$ cat config.mk
export PLATFORM = sky130hd
export DESIGN_NAME = scr_pair_66b
export DESIGN_NICKNAME = d
export VERILOG_FILES = /design/src/rtl/scr_pkg.sv /design/src/rtl/bit_order.sv /design/src/rtl/scr_core.sv /design/src/rtl/scr_pair_66b.sv
export SDC_FILE = /design/constraint.sdc
export NUM_CORES = 1
export LEC_CHECK = 0
export BUFFER_PORTS_ARGS = -buffer_cell sky130_fd_sc_hd__buf_2
export CORE_ASPECT_RATIO = 0.8
export CORE_MARGIN = 2
export CORE_UTILIZATION = 30
export DETAILED_ROUTE_END_ITERATION = 10
export PLACE_DENSITY_LB_ADDON = 0.1
export SYNTH_ARGS = -nofsm -noshare
export SYNTH_HDL_FRONTEND = slang
export SYNTH_SLANG_ARGS = --single-unit
$ cat constraint.sdc
create_clock -name clk_i -period 1.9 [get_ports clk_i]
set_input_delay 0.285 -clock clk_i [delete_from_list [all_inputs] [get_ports clk_i]]
set_output_delay 0.285 -clock clk_i [all_outputs]
set_load 0.01 [all_outputs]
$ cat src/rtl/scr_pkg.sv
package scr_pkg;
  parameter int unsigned DATA_W = 64;
  parameter int unsigned HDR_W  = 2;
  parameter int unsigned HIST_W = 58;
  parameter int unsigned TAP_A  = 38;
  parameter int unsigned TAP_B  = 57;

  localparam int unsigned RES_W = HIST_W + DATA_W;

  // Parallel form of the serial LSB-first scrambler; returns {next_history, out}.
  function automatic logic [RES_W-1:0] scr_block(input logic [DATA_W-1:0] din,
                                                 input logic [HIST_W-1:0] hist,
                                                 input logic              feed_line);
    logic [HIST_W-1:0] h;
    logic [DATA_W-1:0] o;
    h = hist;
    for (int i = 0; i < DATA_W; i++) begin
      o[i] = din[i] ^ h[TAP_A] ^ h[TAP_B];
      h    = {h[HIST_W-2:0], feed_line ? din[i] : o[i]};
    end
    return {h, o};
  endfunction
endpackage

$ cat src/rtl/bit_order.sv
module bit_order #(
  parameter int unsigned W = 64
) (
  input  logic         en_i,
  input  logic [W-1:0] d_i,
  output logic [W-1:0] d_o
);
  for (genvar i = 0; i < W; i++) begin : g_bit
    assign d_o[i] = en_i ? d_i[W-1-i] : d_i[i];
  end
endmodule

$ cat src/rtl/scr_core.sv
module scr_core
  import scr_pkg::*;
#(
  parameter bit DESCRAMBLE = 1'b0
) (
  input  logic              clk_i,
  input  logic              rst_ni,
  input  logic              en_i,
  input  logic [DATA_W-1:0] d_i,
  output logic [DATA_W-1:0] d_o
);
  logic [HIST_W-1:0] hist_q;
  logic [RES_W-1:0]  res;
  logic [DATA_W-1:0] scr_out;
  logic              last_fb;

  assign res     = scr_block(d_i, hist_q, DESCRAMBLE);
  assign scr_out = res[DATA_W-1:0];
  assign d_o     = en_i ? scr_out : d_i;
  assign last_fb = DESCRAMBLE ? d_i[DATA_W-1] : scr_out[DATA_W-1];

  always_ff @(posedge clk_i or negedge rst_ni) begin
    if (!rst_ni)   hist_q <= '0;
    else if (en_i) hist_q <= res[RES_W-1:DATA_W];
  end


  hist_hold_chk: assert property (@(posedge clk_i) disable iff (!rst_ni)
    !en_i |=> $stable(hist_q));

  // newest history bit is the last fed-back bit of the block
  hist_feed_chk: assert property (@(posedge clk_i) disable iff (!rst_ni)
    en_i |=> hist_q[0] == $past(last_fb));
endmodule

$ cat src/rtl/scr_pair_66b.sv
module scr_pair_66b
  import scr_pkg::*;
(
  input  logic              clk_i,
  input  logic              rst_ni,
  input  logic              rev_en_i,
  input  logic              tx_scr_en_i,
  input  logic [HDR_W-1:0]  tx_hdr_i,
  input  logic [DATA_W-1:0] tx_data_i,
  output logic [HDR_W-1:0]  tx_hdr_o,
  output logic [DATA_W-1:0] tx_data_o,
  input  logic              rx_scr_en_i,
  input  logic [HDR_W-1:0]  rx_hdr_i,
  input  logic [DATA_W-1:0] rx_data_i,
  output logic [HDR_W-1:0]  rx_hdr_o,
  output logic [DATA_W-1:0] rx_data_o
);
  logic [DATA_W-1:0] tx_scr, tx_line, rx_line, rx_plain;
  logic [HDR_W-1:0]  tx_hdr_line, rx_hdr_line;

  // transmit: scramble, then reorder
  scr_core #(.DESCRAMBLE(1'b0)) i_tx_core (
    .clk_i, .rst_ni, .en_i(tx_scr_en_i), .d_i(tx_data_i), .d_o(tx_scr));
  bit_order #(.W(DATA_W)) i_tx_rev  (.en_i(rev_en_i), .d_i(tx_scr),   .d_o(tx_line));
  bit_order #(.W(HDR_W))  i_tx_hrev (.en_i(rev_en_i), .d_i(tx_hdr_i), .d_o(tx_hdr_line));

  // receive: reorder, then descramble
  bit_order #(.W(DATA_W)) i_rx_rev  (.en_i(rev_en_i), .d_i(rx_data_i), .d_o(rx_line));
  bit_order #(.W(HDR_W))  i_rx_hrev (.en_i(rev_en_i), .d_i(rx_hdr_i),  .d_o(rx_hdr_line));
  scr_core #(.DESCRAMBLE(1'b1)) i_rx_core (
    .clk_i, .rst_ni, .en_i(rx_scr_en_i), .d_i(rx_line), .d_o(rx_plain));

  always_ff @(posedge clk_i or negedge rst_ni) begin
    if (!rst_ni) begin
      tx_data_o <= '0;
      tx_hdr_o  <= '0;
      rx_data_o <= '0;
      rx_hdr_o  <= '0;
    end else begin
      tx_data_o <= tx_line;
      tx_hdr_o  <= tx_hdr_line;
      rx_data_o <= rx_plain;
      rx_hdr_o  <= rx_hdr_line;
    end
  end


  tx_hdr_pass_chk: assert property (@(posedge clk_i) disable iff (!rst_ni)
    1'b1 |=> tx_hdr_o == ($past(rev_en_i) ? {$past(tx_hdr_i[0]), $past(tx_hdr_i[1])}
                                          : $past(tx_hdr_i)));

  rx_hdr_pass_chk: assert property (@(posedge clk_i) disable iff (!rst_ni)
    1'b1 |=> rx_hdr_o == ($past(rev_en_i) ? {$past(rx_hdr_i[0]), $past(rx_hdr_i[1])}
                                          : $past(rx_hdr_i)));

  tx_bypass_chk: assert property (@(posedge clk_i) disable iff (!rst_ni)
    (!tx_scr_en_i && !rev_en_i) |=> tx_data_o == $past(tx_data_i));

  rx_bypass_chk: assert property (@(posedge clk_i) disable iff (!rst_ni)
    (!rx_scr_en_i && !rev_en_i) |=> rx_data_o == $past(rx_data_i));
endmodule

=== After elaboration in Yosys (flattened, before gate mapping) ===
Cells that the tools add are included.

* Register bits after elaboration: 248
* Bits of input ports: 137
* Output and inout port bits: 132
* Logic and storage cells: 396

* Muxes and demuxes: 134
* Bitwise operators: 256

{| class="wikitable"
|+ Operator list
! kind !! number
|-
| bitwise XOR 1 bit || 256
|-
| two-way mux 1 bit || 132
|-
| two-way mux 64 bit || 2
|}

=== Logic depth before layout (Yosys ltp) ===
* Depth in word-level cells: 6
* Depth in mapped cells: 7
* Gate-level depth less buffers: 4

=== Modules after synthesis ===
A second synthesis with hierarchy kept.

* Cell total of the unflattened synthesis: 1028
* Area, all modules: 13668.1 µm²

{| class="wikitable"
|+ By module, submodules not included
! module !! instances !! cells each !! area an instance (µm²) !! sequential area each (µm²)
|-
| scr_core at i_tx_core || 1 || 428 || 4535.6 || 1451.4
|-
| scr_core at i_rx_core || 1 || 322 || 3629.7 || 1451.4
|-
| scr_pair_66b || 1 || 132 || 3303.2 || 3303.2
|-
| bit_order at i_rx_rev ... || 2 || 71 || 1077.3 || 0.0
|-
| bit_order at i_rx_hrev ... || 2 || 2 || 22.5 || 0.0
|}

=== Worst setup path after synthesis ===
No wires, ideal clock.

* Kind: input-to-reg
* From: input port rev_en_i
* To: register rx_data_o[47]
* Setup time: 0.129 ns
* Data arrival time: 1.448 ns
* Data required time: 1.771 ns
* Slack: 0.323 ns
* Stages: 6
* Buffers on the path: 2
* Path through: buf_2 > buf_2 > mux2i_1 > xnor2_1 > nand2_1 > xor2_1

* Longest elaborated chain between the ends: 4
* Elaborated cells on any way between the ends: 5
* Those cells by class: mux: 3; bitwise: 2

{| class="wikitable"
|+ Ends and longest elaborated chain
! what !! line !! source
|-
| start, declared || scr_pair_66b.sv:6 || <nowiki>input logic rev_en_i,</nowiki>
|-
| two-way mux 1 bit || bit_order.sv:9 || <nowiki>assign d_o[i] = en_i ? d_i[W-1-i] : d_i[i];</nowiki>
|-
| bitwise XOR 1 bit (2 in series) || scr_pkg.sv:18 || <nowiki>o[i] = din[i] ^ h[TAP_A] ^ h[TAP_B];</nowiki>
|-
| two-way mux 64 bit * || scr_core.sv:19 || <nowiki>assign d_o = en_i ? scr_out : d_i;</nowiki>
|-
| named net i_rx_core.d_o[47] || scr_core.sv:10 || <nowiki>output logic [DATA_W-1:0] d_o</nowiki>
|-
| end signal, assigned || scr_pair_66b.sv:42 || <nowiki>rx_data_o <= rx_plain;</nowiki>
|-
| end, declared || scr_pair_66b.sv:16 || <nowiki>output logic [DATA_W-1:0] rx_data_o</nowiki>
|}

The timed path passes the listed nets; every way through them passes the cells marked *.
A chain may end at the register's enable or synchronous reset.

=== Worst setup path after layout ===
* From: register i_tx_core.hist_q[32]
* To: register tx_data_o[45]

* Longest elaborated chain between the ends: 6

{| class="wikitable"
|+ Ends and longest elaborated chain
! what !! line !! source
|-
| start, declared || scr_core.sv:12 || <nowiki>logic [HIST_W-1:0] hist_q;</nowiki>
|-
| start signal, assigned || scr_core.sv:24 || <nowiki>else if (en_i) hist_q <= res[RES_W-1:DATA_W];</nowiki>
|-
| bitwise XOR 1 bit (4 in series) || scr_pkg.sv:18 ||
|-
| two-way mux 64 bit || scr_core.sv:19 ||
|-
| two-way mux 1 bit || bit_order.sv:9 ||
|-
| named net i_tx_rev.d_o[45] || bit_order.sv:6 || <nowiki>output logic [W-1:0] d_o</nowiki>
|-
| end signal, assigned || scr_pair_66b.sv:40 || <nowiki>tx_data_o <= tx_line;</nowiki>
|-
| end, declared || scr_pair_66b.sv:11 || <nowiki>output logic [DATA_W-1:0] tx_data_o,</nowiki>
|}

The timed path passes the listed nets, and every way through them passes these cells.

==> flow_summary.ini <==
[logic_synthesis]
yosys.area.top_type = sky130_fd_sc_hd__dfrtp_1
syn_avg_cell_area_um2 = 10.7
synth.most_common_cell = sky130_fd_sc_hd__dfrtp_1
synthArstFlopShare_pct = 100
number_of_flip_flops_and_latches_in_the_synthesized_netlist = 248
synth_top_cell_area_share_pct = 48.0
synth.cells.most_frequent = sky130_fd_sc_hd__dfrtp_1 (248), sky130_fd_sc_hd__xor2_1 (193), sky130_fd_sc_hd__nand2_1 (116)
synth.cell_area_mm2 = 0.0129
synth_enable_flop_cells = 0
syn-num-nets = 1343
synthTopCellsByArea = sky130_fd_sc_hd__dfrtp_1 (48%), sky130_fd_sc_hd__xor2_1 (13%), sky130_fd_sc_hd__mux2i_1 (6.0%), sky130_fd_sc_hd__xnor2_1 (4.7%), sky130_fd_sc_hd__nand2_1 (3.4%)
synth-warning-count = 0
synth_cell_types = 36
syn_inst = 1206
ys.flop_type = sky130_fd_sc_hd__dfrtp_1
yosysSeqAreaShare_pct = 48.0

[floorplan]
initial_core_util_pct = 30.6
core_area_mm2 = 0.0422
die_area_mm2 = 0.0448
rows = 67
chipHeight_um = 190
die-width_um = 236
ioPinCount = 269

[clocking]
worstSkewPairLatency_ns = 0.56
clock_tree.buffer_depth = 3
cts.root.buffer_cell = sky130_fd_sc_hd__clkbuf_16
cts_tree = done
post_cts.repair.setup_buffers = 0
cts-htree-levels = 1
numClockSinks = 248
cts.clk_slew.worst_paths_ns = 0.06
number_of_buffers_created_by_cts = 29

[routing]
antenna_violating_nets_post_route = 0
wl_met1_mm = 18.5
maxUsedRoutingLayer = met5
drc_errors = 0
met2_length_mm = 17.2
drt_first_iter_violations = 485
detailedRoute.firstPassIterationCount = 5
wl_met3_mm = 1.58
wire_per_inst_um = 18.2
via_per_inst = 4.67
vias = 9760
final_wirelength_mm = 38.1

[worst_setup_path]
endpoint_kind = register
worstRegToRegCells = 4
worst_path_required_ns = 2.36
critical_path_at_ns = 2.23
path_max_fanout = 4
setup.worst_path.start_class = register
critical_path_class = reg2reg

[run_status]
outcome = complete, no violations

[sta]
max_slew_vio_count = 0
finalHoldViolCount = 0
finalSetupViolCount = 0
timing.final.crit_share_pct = 92.8
grt_setup_unrepaired = no
final.hold.worst_slack_ns = 0.0691
relative_slew_slack_pct = 59.0
final.setup_skew_ns = 0.00997
tightest_slew_ns = 0.610
setup-tns-final_ns = 0
min_period_ns = 1.76
fmax_mhz = 567

[global_route]
grt_start_max_net_pins = 72
grt.total_usage_pct = 17.0
first_pass_grt_wire_length_mm = 59.2
globalRoute.totalOverflow = 0
antenna_violations_before_repair = 3
grt_pass1_vias = 10100

[placement]
portBuffers = 268
dp.final_hpwl_mm = 27.9
finalWeightedCongestion = 0.772

[min_path]
min_path_type = in2reg
holdPathStages = 3

[final_layout]
final_layout_size_suffix_gt1_share_pct = 28.1
nNetsFinal = 1654
synthToLayoutAreaGrowth_pct = 27.4
layout.area.seq_mm2 = 0.00621
multi_input_area_mm2 = 0.00639
antenna_cells = 0
fillerInstances = 4224

[power_and_ir_drop]
vdd_ir_drop_max_mv = 0.665
p_leak_uw = 0.00760
power.density_cell_area_mw_per_mm2 = 1440

[run]
timing.max_cap.violations = 0
==> area by class of cell <==
class | count | area share, %
repair buffers | 353 | 13.2
clock buffers | 44 | 5.30
well taps | 552 | 4.20
inverters | 8 | 0.190
flip-flops and latches | 248 | 37.7
clock inverters | 9 | 0.601
multi-input cells | 877 | 38.8
==> path summary, 6_finish.rpt <==
kind | startpoint | slack, ns | to
setup / recovery | i_tx_core.hist_q[32]$_DFFE_PN0P_ | 0.14 | tx_data_o[45]$_DFF_PN0_
hold / removal | tx_data_i[33] | 0.07 | tx_data_o[30]$_DFF_PN0_
setup reg to reg | i_tx_core.hist_q[32]$_DFFE_PN0P_ | 0.14 | tx_data_o[45]$_DFF_PN0_
hold reg to reg | i_tx_core.hist_q[47]$_DFFE_PN0P_ | 0.54 | i_tx_core.hist_q[47]$_DFFE_PN0P_
max in group asynchronous | rst_ni | 0.96 | i_tx_core.hist_q[4]$_DFFE_PN0P_
min in group asynchronous | rst_ni | 0.22 | i_rx_core.hist_q[31]$_DFFE_PN0P_
==> metal layers <==
| metal | vias up | track usage (%) |
|---|---|---|
| met5 | - | 0 |
| met4 | 6 | 3.53 |
| met3 | 49 | 3.50 |
| met2 | 167 | 27.1 |
| met1 | 4772 | 23.9 |
| li1 | 4766 | - |
==> cell families (layout without fill, tap and decap cells) <==
group                     Yosys count  count (layout)  share of synthesized area, %
AOI/OAI and AO/OA                 191             191                          9.42
xor gates and xnor gates          276             276                          20.1
buffers and inverters              81             414                          2.58
DFF                               248             248                          48.0
muxes                             110             110                          8.84
and+or+nand+nor                   300             300                          11.0
==> timing repair <==
action / 4_1_cts / 5_1_grt
endpoints found under the setup margin: 0 / 1
endpoints found under the hold margin: 121 / 0
hold buffers: 18 / 0
resized for setup: 0 / 1
==> layout by cell type (no fill, tap or decap), types with 13 or more instances in the layout <==
| master | Yosys | final |
|---|---|---|
| sky130_fd_sc_hd__a211o_1 | 13 | 13 |
| sky130_fd_sc_hd__a21boi_0 | 17 | 17 |
| sky130_fd_sc_hd__a21oi_1 | 62 | 62 |
| sky130_fd_sc_hd__a31oi_1 | 25 | 24 |
| sky130_fd_sc_hd__buf_2 | 18 | 264 |
| sky130_fd_sc_hd__buf_4 | 2 | 59 |
| sky130_fd_sc_hd__clkbuf_16 | 0 | 29 |
| sky130_fd_sc_hd__dfrtp_1 | 248 | 248 |
| sky130_fd_sc_hd__dlygate4sd3_1 | 0 | 18 |
| sky130_fd_sc_hd__mux2_2 | 33 | 33 |
| sky130_fd_sc_hd__mux2i_1 | 77 | 77 |
| sky130_fd_sc_hd__nand2_1 | 116 | 116 |
| sky130_fd_sc_hd__nand3_1 | 30 | 30 |
| sky130_fd_sc_hd__nand4_1 | 13 | 13 |
| sky130_fd_sc_hd__nor2_1 | 74 | 74 |
| sky130_fd_sc_hd__nor3_1 | 28 | 28 |
| sky130_fd_sc_hd__nor3b_1 | 17 | 17 |
| sky130_fd_sc_hd__o21ai_0 | 44 | 44 |
| sky130_fd_sc_hd__xnor2_1 | 70 | 70 |
| sky130_fd_sc_hd__xor2_1 | 193 | 193 |
==> critical path, cell delays in order (launching register included) <==
cell                      delay (ns)
sky130_fd_sc_hd__dfrtp_1        0.41
sky130_fd_sc_hd__xnor3_1        0.46
sky130_fd_sc_hd__xor2_1         0.19
sky130_fd_sc_hd__or3_4          0.36
sky130_fd_sc_hd__a31oi_2        0.25
==> sequential cells by signal, indices dropped and copies added, names as in the netlist <==
name	cells
rx_data_o	64
tx_data_o	64
i_tx_core.hist_q	58
i_rx_core.hist_q	58
rx_hdr_o	2
tx_hdr_o	2
==> report_power, final <==
| group | internal (µW) | switching, µW | total (µW) |
|---|---|---|---|
| clock | 3410 | 2290 | 5710 |
| combinational | 4560 | 5210 | 9770 |
| sequential | 6970 | 1300 | 8270 |
| total | 14900 | 8800 | 23700 |
==> stage by stage <==
stage | setup slack [ns] | std cells | total power (µW) | instance area (µm²) | util, %
floorplan | 0.323 | 1206 | 14700 | 12900 | -
global placement | 0.0653 | 2020 | 18100 | 15300 | 36.3
detailed placement | 0.0750 | 2020 | 18200 | 15300 | 36.3
CTS | 0.0619 | 2091 | 24200 | 16500 | 39.0
global route | 0.0594 | 2091 | 25500 | 16500 | 39.0
finish | 0.136 | 2091 | 23700 | 16500 | 39.0
Power figures use the tool's default switching activity.
